**src/rtl/atm_tx_pkg.sv**
```systemverilog
package atm_tx_pkg;

    localparam int CELL_OCTETS = 53;
    localparam int HDR_OCTETS  = 4;
    localparam int PAY_OCTETS  = 48;
    localparam logic [7:0] HEC_COSET = 8'h55;
    localparam logic [7:0] HEC_POLY  = 8'h07;
    localparam logic [9:0] CRC10_POLY = 10'h233;

    typedef enum logic [1:0] {
        CK_IDLE = 2'd0,
        CK_USER = 2'd1,
        CK_OAM  = 2'd2
    } cell_kind_e;

    typedef enum logic [1:0] {
        ST_START,
        ST_HDR,
        ST_HEC,
        ST_PAY
    } tx_state_e;

    // CRC-8 shift of one octet, MSB first
    function automatic logic [7:0] hec_step(input logic [7:0] c, input logic [7:0] d);
        logic [7:0] r;
        r = c;
        for (int i = 7; i >= 0; i--) begin
            if (r[7] ^ d[i]) r = {r[6:0], 1'b0} ^ HEC_POLY;
            else             r = {r[6:0], 1'b0};
        end
        return r;
    endfunction

    // CRC-10 shift of the top nbits of an octet, MSB first
    function automatic logic [9:0] crc10_step(input logic [9:0] c, input logic [7:0] d,
                                              input int nbits);
        logic [9:0] r;
        r = c;
        for (int i = 0; i < 8; i++) begin
            if (i < nbits) begin
                if (r[9] ^ d[7-i]) r = {r[8:0], 1'b0} ^ CRC10_POLY;
                else               r = {r[8:0], 1'b0};
            end
        end
        return r;
    endfunction

endpackage

```
**src/rtl/atm_tx_oam_buf.sv**
```systemverilog
module atm_tx_oam_buf #(
    parameter int DEPTH = 54,
    localparam int AW = $clog2(DEPTH)
) (
    input  logic          clk,
    input  logic          wr_en,
    input  logic [AW-1:0] wr_addr,
    input  logic [7:0]    wr_data,
    input  logic [AW-1:0] rd_addr,
    output logic [7:0]    rd_data
);
    logic [7:0] mem [DEPTH];

    always_ff @(posedge clk) begin
        if (wr_en && (int'(wr_addr) < DEPTH)) mem[wr_addr] <= wr_data;
    end

    assign rd_data = (int'(rd_addr) < DEPTH) ? mem[rd_addr] : 8'h00;
endmodule

```
**src/rtl/atm_tx_scrambler.sv**
```systemverilog
module atm_tx_scrambler #(
    parameter int LEN = 43
) (
    input  logic       clk,
    input  logic       rst_n,
    input  logic       adv,
    input  logic [7:0] din,
    output logic [7:0] dout
);
    logic [LEN-1:0] hist_q, hist_d;

    always_comb begin
        hist_d = hist_q;
        for (int i = 7; i >= 0; i--) begin
            dout[i] = din[i] ^ hist_d[LEN-1];
            hist_d  = {hist_d[LEN-2:0], dout[i]};
        end
    end

    always_ff @(posedge clk) begin
        if (!rst_n)   hist_q <= '0;
        else if (adv) hist_q <= hist_d;
    end
endmodule

```
**src/rtl/atm_tx_cell_gen.sv**
```systemverilog
module atm_tx_cell_gen
    import atm_tx_pkg::*;
#(
    parameter int OAM_DEPTH = 54,
    parameter int SCR_LEN   = 43,
    localparam int OAM_AW   = $clog2(OAM_DEPTH)
) (
    input  logic              clk,
    input  logic              rst_n,
    input  logic              fifo_cell_avail,
    input  logic [7:0]        fifo_data,
    output logic              fifo_rd,
    input  logic [31:0]       idle_hdr,
    input  logic [7:0]        idle_pay,
    input  logic              hec_en,
    input  logic              scr_en,
    input  logic              oam_wr_en,
    input  logic [OAM_AW-1:0] oam_wr_addr,
    input  logic [7:0]        oam_wr_data,
    input  logic              oam_send,
    output logic              oam_done,
    output logic              out_valid,
    output logic              out_sop,
    output logic [7:0]        out_data,
    output logic [1:0]        out_kind
);
    localparam int IW = $clog2(CELL_OCTETS);
    localparam logic [IW-1:0] HDR_LAST = IW'(HDR_OCTETS - 1);
    localparam logic [IW-1:0] PAY_FIRST = IW'(HDR_OCTETS + 1);
    localparam logic [IW-1:0] CELL_LAST = IW'(CELL_OCTETS - 1);
    localparam logic [IW-1:0] CRC_HI = IW'(CELL_OCTETS - 2);

    tx_state_e  st_q, st_d;
    cell_kind_e kind_q, next_kind;
    logic [IW-1:0] idx_q;
    logic       oam_pend_q, oam_done_q;
    logic [7:0] hec_acc_q, hec_cur;
    logic [9:0] crc_acc_q, crc_next;
    logic [7:0] buf_byte, raw, pay, scr_byte, byte_out;
    logic       cell_end, scr_adv;

    atm_tx_oam_buf #(.DEPTH(OAM_DEPTH)) u_buf (
        .clk(clk), .wr_en(oam_wr_en), .wr_addr(oam_wr_addr), .wr_data(oam_wr_data),
        .rd_addr(OAM_AW'(idx_q)), .rd_data(buf_byte)
    );

    atm_tx_scrambler #(.LEN(SCR_LEN)) u_scr (
        .clk(clk), .rst_n(rst_n), .adv(scr_adv), .din(pay), .dout(scr_byte)
    );

    assign cell_end  = (st_q == ST_START) || (st_q == ST_PAY && idx_q == CELL_LAST);
    assign next_kind = oam_pend_q ? CK_OAM : (fifo_cell_avail ? CK_USER : CK_IDLE);
    assign fifo_rd   = (st_q != ST_START) && (kind_q == CK_USER);
    assign scr_adv   = (st_q == ST_PAY) && scr_en;
    assign oam_done  = oam_done_q;

    // next-state logic
    always_comb begin
        st_d = st_q;
        unique case (st_q)
            ST_START: st_d = ST_HDR;
            ST_HDR:   if (idx_q == HDR_LAST) st_d = ST_HEC;
            ST_HEC:   st_d = ST_PAY;
            ST_PAY:   if (idx_q == CELL_LAST) st_d = ST_HDR;
        endcase
    end

    // state register
    always_ff @(posedge clk) begin
        if (!rst_n) begin
            st_q   <= ST_START;
            idx_q  <= '0;
            kind_q <= CK_IDLE;
        end else begin
            st_q  <= st_d;
            idx_q <= cell_end ? '0 : idx_q + 1'b1;
            if (cell_end) kind_q <= next_kind;
        end
    end

    // octet datapath and outputs
    always_comb begin
        unique case (kind_q)
            CK_USER: raw = fifo_data;
            CK_OAM:  raw = buf_byte;
            default: begin
                if (idx_q > HDR_LAST) raw = (idx_q == PAY_FIRST - 1'b1) ? 8'h00 : idle_pay;
                else begin
                    unique case (idx_q[1:0])
                        2'd0: raw = idle_hdr[31:24];
                        2'd1: raw = idle_hdr[23:16];
                        2'd2: raw = idle_hdr[15:8];
                        default: raw = idle_hdr[7:0];
                    endcase
                end
            end
        endcase
        hec_cur = hec_step((idx_q == '0) ? 8'h00 : hec_acc_q, raw);
        pay = raw;
        crc_next = crc10_step((idx_q == PAY_FIRST) ? 10'h000 : crc_acc_q, raw, 8);
        if (kind_q == CK_OAM && idx_q == CRC_HI) begin
            crc_next = crc10_step(crc_acc_q, raw, 6);
            pay = {raw[7:2], crc_next[9:8]};
        end else if (kind_q == CK_OAM && idx_q == CELL_LAST) begin
            crc_next = crc_acc_q;
            pay = crc_acc_q[7:0];
        end
        unique case (st_q)
            ST_HEC:  byte_out = hec_en ? (hec_acc_q ^ HEC_COSET) : raw;
            ST_PAY:  byte_out = scr_en ? scr_byte : pay;
            default: byte_out = raw;
        endcase
    end

    always_ff @(posedge clk) begin
        if (!rst_n) begin
            oam_pend_q <= 1'b0;
            oam_done_q <= 1'b0;
            hec_acc_q  <= '0;
            crc_acc_q  <= '0;
            out_valid  <= 1'b0;
            out_sop    <= 1'b0;
            out_data   <= '0;
            out_kind   <= CK_IDLE;
        end else begin
            if (oam_send) oam_pend_q <= 1'b1;
            else if (cell_end && oam_pend_q) oam_pend_q <= 1'b0;
            if (oam_send) oam_done_q <= 1'b0;
            else if (st_q == ST_PAY && idx_q == CELL_LAST && kind_q == CK_OAM) oam_done_q <= 1'b1;
            if (st_q == ST_HDR) hec_acc_q <= hec_cur;
            if (st_q == ST_PAY) crc_acc_q <= crc_next;
            out_valid <= (st_q != ST_START);
            out_sop   <= (st_q == ST_HDR) && (idx_q == '0);
            out_data  <= (st_q == ST_START) ? 8'h00 : byte_out;
            out_kind  <= kind_q;
        end
    end
endmodule

```
**config.mk**
```make
export PLATFORM = sky130hd
export DESIGN_NAME = atm_tx_cell_gen
export DESIGN_NICKNAME = d
export VERILOG_FILES = /design/src/rtl/atm_tx_pkg.sv /design/src/rtl/atm_tx_oam_buf.sv /design/src/rtl/atm_tx_scrambler.sv /design/src/rtl/atm_tx_cell_gen.sv
export SDC_FILE = /design/constraint.sdc
export NUM_CORES = 1
export LEC_CHECK = 0
export CORE_MARGIN = 2
export CORE_UTILIZATION = 45
export CTS_BUF_LIST = sky130_fd_sc_hd__clkbuf_8
export DETAILED_ROUTE_END_ITERATION = 6
export PLACE_DENSITY = 0.59
export RECOVER_POWER = 50
export SLEW_MARGIN = 10
export SYNTH_ARGS = -nofsm -noshare
export SYNTH_HDL_FRONTEND = slang
export SYNTH_SLANG_ARGS = --single-unit
```
**constraint.sdc**
```tcl
create_clock -name clk -period 5.8 [get_ports clk]
set_input_delay 1.16 -clock clk [delete_from_list [all_inputs] [get_ports clk]]
set_output_delay 1.16 -clock clk [all_outputs]
set_load 0.05 [all_outputs]
```
# Word level (Yosys, flattened, before mapping)
# Memories as Yosys holds them, arrays and structs flattened. A register that Yosys moved wholly into a read port is not among the register bits.
# Cells that the tools add are included.
# Widths: inputs -> output; s select.
[word_totals]
inputBits = 69
ramBits = 432
elab_cells = 157
memories = 1
output_inout_bits = 14
reg_bits = 85
[mem_list]
columns = ["memory", "words", "width", "read_ports", "rd_clocked_by_memory_dff", "write_ports", "line", "source"]
rows = [
  ["u_buf.mem", 54, 8, 1, 1, 1, "atm_tx_oam_buf.sv:12", "logic [7:0] mem [DEPTH];"],
]
[classes]
add_sub_neg = 1
reduce_logical = 20
n_bitwise = 54
n_eq_ne = 15
magnitude_cmp = 3
mux = 51
[ops]
columns = ["cell", "count"]
rows = [
  ["$mux 10", 22],
  ["$not 5->5", 14],
  ["$mux 8", 8],
  ["$pmux 8 s2", 2],
  ["$xor 1x1->1", 30],
  ["$mux 3", 8],
  ["$not 3->3", 8],
  ["$pmux 8 s3", 1],
  ["$eq 6x3->1 const B", 2],
  ["$eq 6x6->1 const B", 2],
  ["$lt 6x6->1 const B", 2],
  ["$logic_and 1x1->1", 9],
  ["$eq 2x2->1 const B", 4],
  ["$pmux 2 s4", 1],
  ["$add 6x1->6 const B", 1],
  ["$eq 2x1->1 const B", 3],
  ["$eq 6x2->1 const B", 1],
  ["$gt 6x2->1 const B", 1],
  ["$logic_not 6->1", 1],
  ["$mux 2", 3],
  ["$mux 6", 1],
  ["$reduce_or 2->1", 3],
  ["$mux 1", 5],
  ["$logic_not 2->1", 2],
  ["other kinds (7)", 10],
]

# Longest topological paths before layout
[depth]
ltp_word = 25
mapped_depth = 21

# Hierarchy
# From an unflattened synthesis, not the netlist that was laid out.
[hier_totals]
hier_cells = 1437
hier_area_um2 = 22415.2
[by_module_without_submodules]
columns = ["module", "area_each_um2", "cells_per_inst", "instances", "seq_area_each_um2"]
rows = [
  ["atm_tx_oam_buf", 17127.7, 862, 1, 12972.4],
  ["atm_tx_cell_gen", 3563.4, 420, 1, 840.8],
  ["atm_tx_scrambler", 1724.2, 155, 1, 860.8],
]

# Least setup slack after synthesis
# Ideal clock, no wire load.
[synth_timing]
path_kind = "reg2reg"
start = "register idx_q[1]"
end = "register crc_acc_q[0]"
arrival_time_ns = 4.148
path_stages_with_launch = 22
slack_ns = 1.557
cell_sequence = "dfxtp_1 > buf_6 > buf_6 > buf_8 > buf_8 > buf_6 > buf_6 > buf_2 > inv_1 > ha_1 > clkbuf_1 > a222oi_1 > o21ai_0 > a221oi_1 > o21bai_1 > or2_0 > clkbuf_1 > xnor3_1 > xnor3_2 > xnor2_1 > and3_1 > o41ai_2"
[synth_between]
elab_chain_len = 22
word_cells_on_any_way = 62
cone_classes = "2 x order compare; 7 x eq/ne; 27 x mux; 22 x bitwise; 4 x reduce/logical"
[synth_lines]
columns = ["element", "line", "source"]
rows = [
  ["start: declaration", "atm_tx_cell_gen.sv:35", "logic [IW-1:0] idx_q;"],
  ["start signal: assignment", "atm_tx_cell_gen.sv:76", "idx_q <= cell_end ? '0 : idx_q + 1'b1;"],
  ["parallel branches: the longest is 22 deep, another holds $gt 6x2->1", "--", ""],
  ["end signal: assignment", "atm_tx_cell_gen.sv:131", "if (st_q == ST_PAY) crc_acc_q <= crc_next;"],
  ["end: declaration", "atm_tx_cell_gen.sv:38", "logic [9:0] crc_acc_q, crc_next;"],
]
# Parallel ways; which one is timed is not known. The select of a mux whose other input is x is not followed.
# A chain may end at the register's enable or synchronous reset.

# Worst setup path in the final report
[layout_timing]
start = "register idx_q[0]"
end = "register crc_acc_q[0]"
# The elaborated chain is that of the path after synthesis.

==> results.json <==
{
  "n_fill_cell": 4144,
  "start_util": 0.457,
  "synthesis.nets": 1555,
  "worstMarginPinSlew_ps": 2630,
  "die-area_um2": 51500,
  "io_buffers": 82,
  "rows": 81,
  "fp.dieW_um": 227,
  "drt_wl_total_um": 57700,
  "layout_common_cells": "432 x edfxtp_1, 148 x nand2_1, 115 x nor2_1",
  "setup_tns_ps": 0,
  "drive_gt1_frac": 0.148,
  "insertion_delay_ps": 670,
  "arrival_ps": 5100,
  "leakage_uw": 0.00798,
  "gp_congestion": 0.879,
  "power.internal_uw": 6650,
  "power_frac_seq": 0.453,
  "clock_power_share": 0.328,
  "track_usage": 0.229,
  "finalSetupViolCount": 0,
  "drt_pre_antenna_iters": 5,
  "synthArstFlopShare": 0,
  "ys_ff_latch": 517,
  "drv_slew": 478,
  "slowest_stage": "dfxtp_4",
  "outcome": "finished with violations",
  "clk_path_buf_depth": 3,
  "combPwrFrac": 0.219,
  "skew_ps": 35.4,
  "power.net_switching_uw": 2710,
  "synth_seq_area_share": 0.656,
  "h-tree-depth": 3,
  "antenna_found_initial": 0,
  "hold_class": "flip-flop to flip-flop",
  "ys_types": 86,
  "critPathRequiredTime_ps": 6360,
  "fin_crit_sh": 0.784,
  "hpwl_um": 37600,
  "cts_root_buffer": "clkbuf_8",
  "cts_setup_buffers": 0,
  "swShare": 0.290,
  "wl_per_cell_um": 25.0,
  "cpPeakStageDelay_ps": 860,
  "peakVddDrop_mv": 0.176,
  "cts_hold_buf": 0,
  "cts.reportedPaths.clkPinSlew_ps": 60,
  "clock.fmax_ghz": 0.220,
  "multi_input_area_um2": 7000,
  "grt_pass1_vias": 12994,
  "cts.sinks": 517,
  "antenna_cells": 0,
  "ant_nets": 0,
  "ctsResizeCount": 0,
  "vias_per_cell": 5.78,
  "synth_edf_count": 432,
  "violations": "max-capacitance violations, max-slew violations",
  "finalPower_uw": 9360,
  "initialDrtViolationCount": 1443,
  "critPathLaunchType": "flip-flop",
  "syn_inst": 1475,
  "areaGrowthSynthToFinish_pct": 12.5,
  "place_ws_ps": 1330,
  "hold_violations": 0,
  "fin_nets": 1658,
  "grt_pass1_wl_um": 85100,
  "power_density_nw_per_um2": 372,
  "die_y_um": 227,
  "critPathBufInv": 1,
  "critical_path_class": "flip-flop to flip-flop",
  "ys_warn_count": 0,
  "drc_errors": 0,
  "cp_top_family": "compound AO/OA/AOI/OAI gates",
  "cts_tree": "yes",
  "crit_chain": "inv_1 > ha_1 > a222oi_1 > o21ai_0 > a221oi_1 > o21bai_1 > or2_0 > xnor3_1 > xnor3_2 > xnor2_1 > and3_1 > o41ai_2",
  "avgSynthCellArea_um2": 15.2,
  "layout_setup_ws_ps": 1250,
  "period_needed_ps": 4550,
  "cts_buffers": 87,
  "grt_setup_unrepaired": "no",
  "vias": 13333,
  "drv_cap": 9,
  "final_common_cell": "edfxtp_1",
  "grt_max_degree": 55,
  "cp-end-kind": "flip-flop",
  "overflow": 0,
  "regArea_um2": 14700,
  "slew_headroom": -0.754,
  "syn_area_um2": 22400,
  "critical_path.max_fanout": 43,
  "io-pin-count": 83,
  "ys.flop_type": "edfxtp_1",
  "coreArea_um2": 49000
}
## final timing paths
kind | startpoint | endpoint | slack [ps] | cells past startpoint
max | idx_q[0]$_SDFF_PP0_ | crc_acc_q[0]$_SDFFE_PN0P_ | 1250 | 12
min | u_scr.hist_q[17]$_SDFFE_PN0P_ | u_scr.hist_q[25]$_SDFFE_PN0P_ | 430 | 2
max reg2reg | idx_q[0]$_SDFF_PP0_ | crc_acc_q[0]$_SDFFE_PN0P_ | 1250 | 12
min reg2reg | u_scr.hist_q[17]$_SDFFE_PN0P_ | u_scr.hist_q[25]$_SDFFE_PN0P_ | 430 | 2
## tightest hold or removal path: stages, from the launching register on
cell and delay (ps):
dfxtp_1 300, nand2_1 50, a21oi_1 50
## cells in the mapped netlist (all sizes together) (4+ instances only)
master	count	area share
edfxtp	432	0.58
nand2	148	0.025
nor2	115	0.019
dfxtp	85	0.076
mux4	85	0.088
a21oi	72	0.016
mux2i	69	0.031
clkbuf	50	0.0087
xnor2	50	0.021
buf	40	0.019
o21ai	35	0.0080
a22oi	22	0.0074
xor2	21	0.0082
nand3	17	0.0038
inv	14	0.0024
o211ai	13	0.0046
a221oi	12	0.0055
nor3	12	0.0027
a222oi	11	0.0049
and2	11	0.0031
ha	11	0.0062
a31oi	10	0.0028
nand4	10	0.0028
mux2	9	0.0045
nand3b	9	0.0030
nor2b	9	0.0025
a211oi	8	0.0029
or2	8	0.0022
xnor3	8	0.0081
and3	6	0.0017
nor3b	5	0.0017
nand2b	4	0.0011
o221ai	4	0.0016
## layout make-up
| class | count | share of cell area |
|---|---|---|
| flip-flops and latches | 517 | 0.584 |
| multi-input cells | 852 | 0.278 |
| clock buffers | 93 | 0.0509 |
| repair buffers | 105 | 0.0381 |
| well taps | 664 | 0.0330 |
| clock inverters | 59 | 0.0138 |
| inverters | 15 | 0.00224 |
## stage by stage
stage | utilization | hold WS [ps] | area (µm²) | cells
finish | 0.514 | 430 | 25200 | 2305
global route | 0.514 | 453 | 25200 | 2305
floorplan | - | 432 | 22400 | 1475
detailed placement | 0.481 | 444 | 23600 | 2153
CTS | 0.514 | 438 | 25200 | 2305
global placement | 0.481 | 435 | 23600 | 2153
## power groups by stage
stage	registers [µW]	clock network [µW]	logic, µW
final	4240	3070	2050
after detailed placement	4310	0	2040
after global placement	4310	0	2020
after floorplan	4280	0	1560
after global routing	4250	3300	2210
after CTS	4230	3140	2050
## state kept, by name, summed over array words and instances, names as in the netlist
register,flops
out_valid,1
crc_acc_q,10
out_sop,1
st_q,2
idx_q,6
out_kind,2
oam_done,1
u_scr.hist_q,43
u_buf.mem,432
hec_acc_q,8
oam_pend_q,1
kind_q,2
out_data,8
## routing by layer
layer	share of wire	GRT usage
met1	0.44	0.325
met2	0.45	0.351
met3	0.080	0.0500
met4	0.026	0.0743
met5	0	0
## cells by family (layout without fill, tap and decap cells)
family,after synthesis,after routing,share of synthesized area
flip-flops,517,517,0.656
AND/OR/NAND/NOR,372,372,0.0752
AO/OA/AOI/OAI,227,227,0.0708
multiplexers,163,163,0.124
buffers and inverters,106,272,0.0309
XOR/XNOR,79,79,0.0369
adder cells (fa/ha/maj),11,11,0.00616
Power figures use the tool's default switching activity.
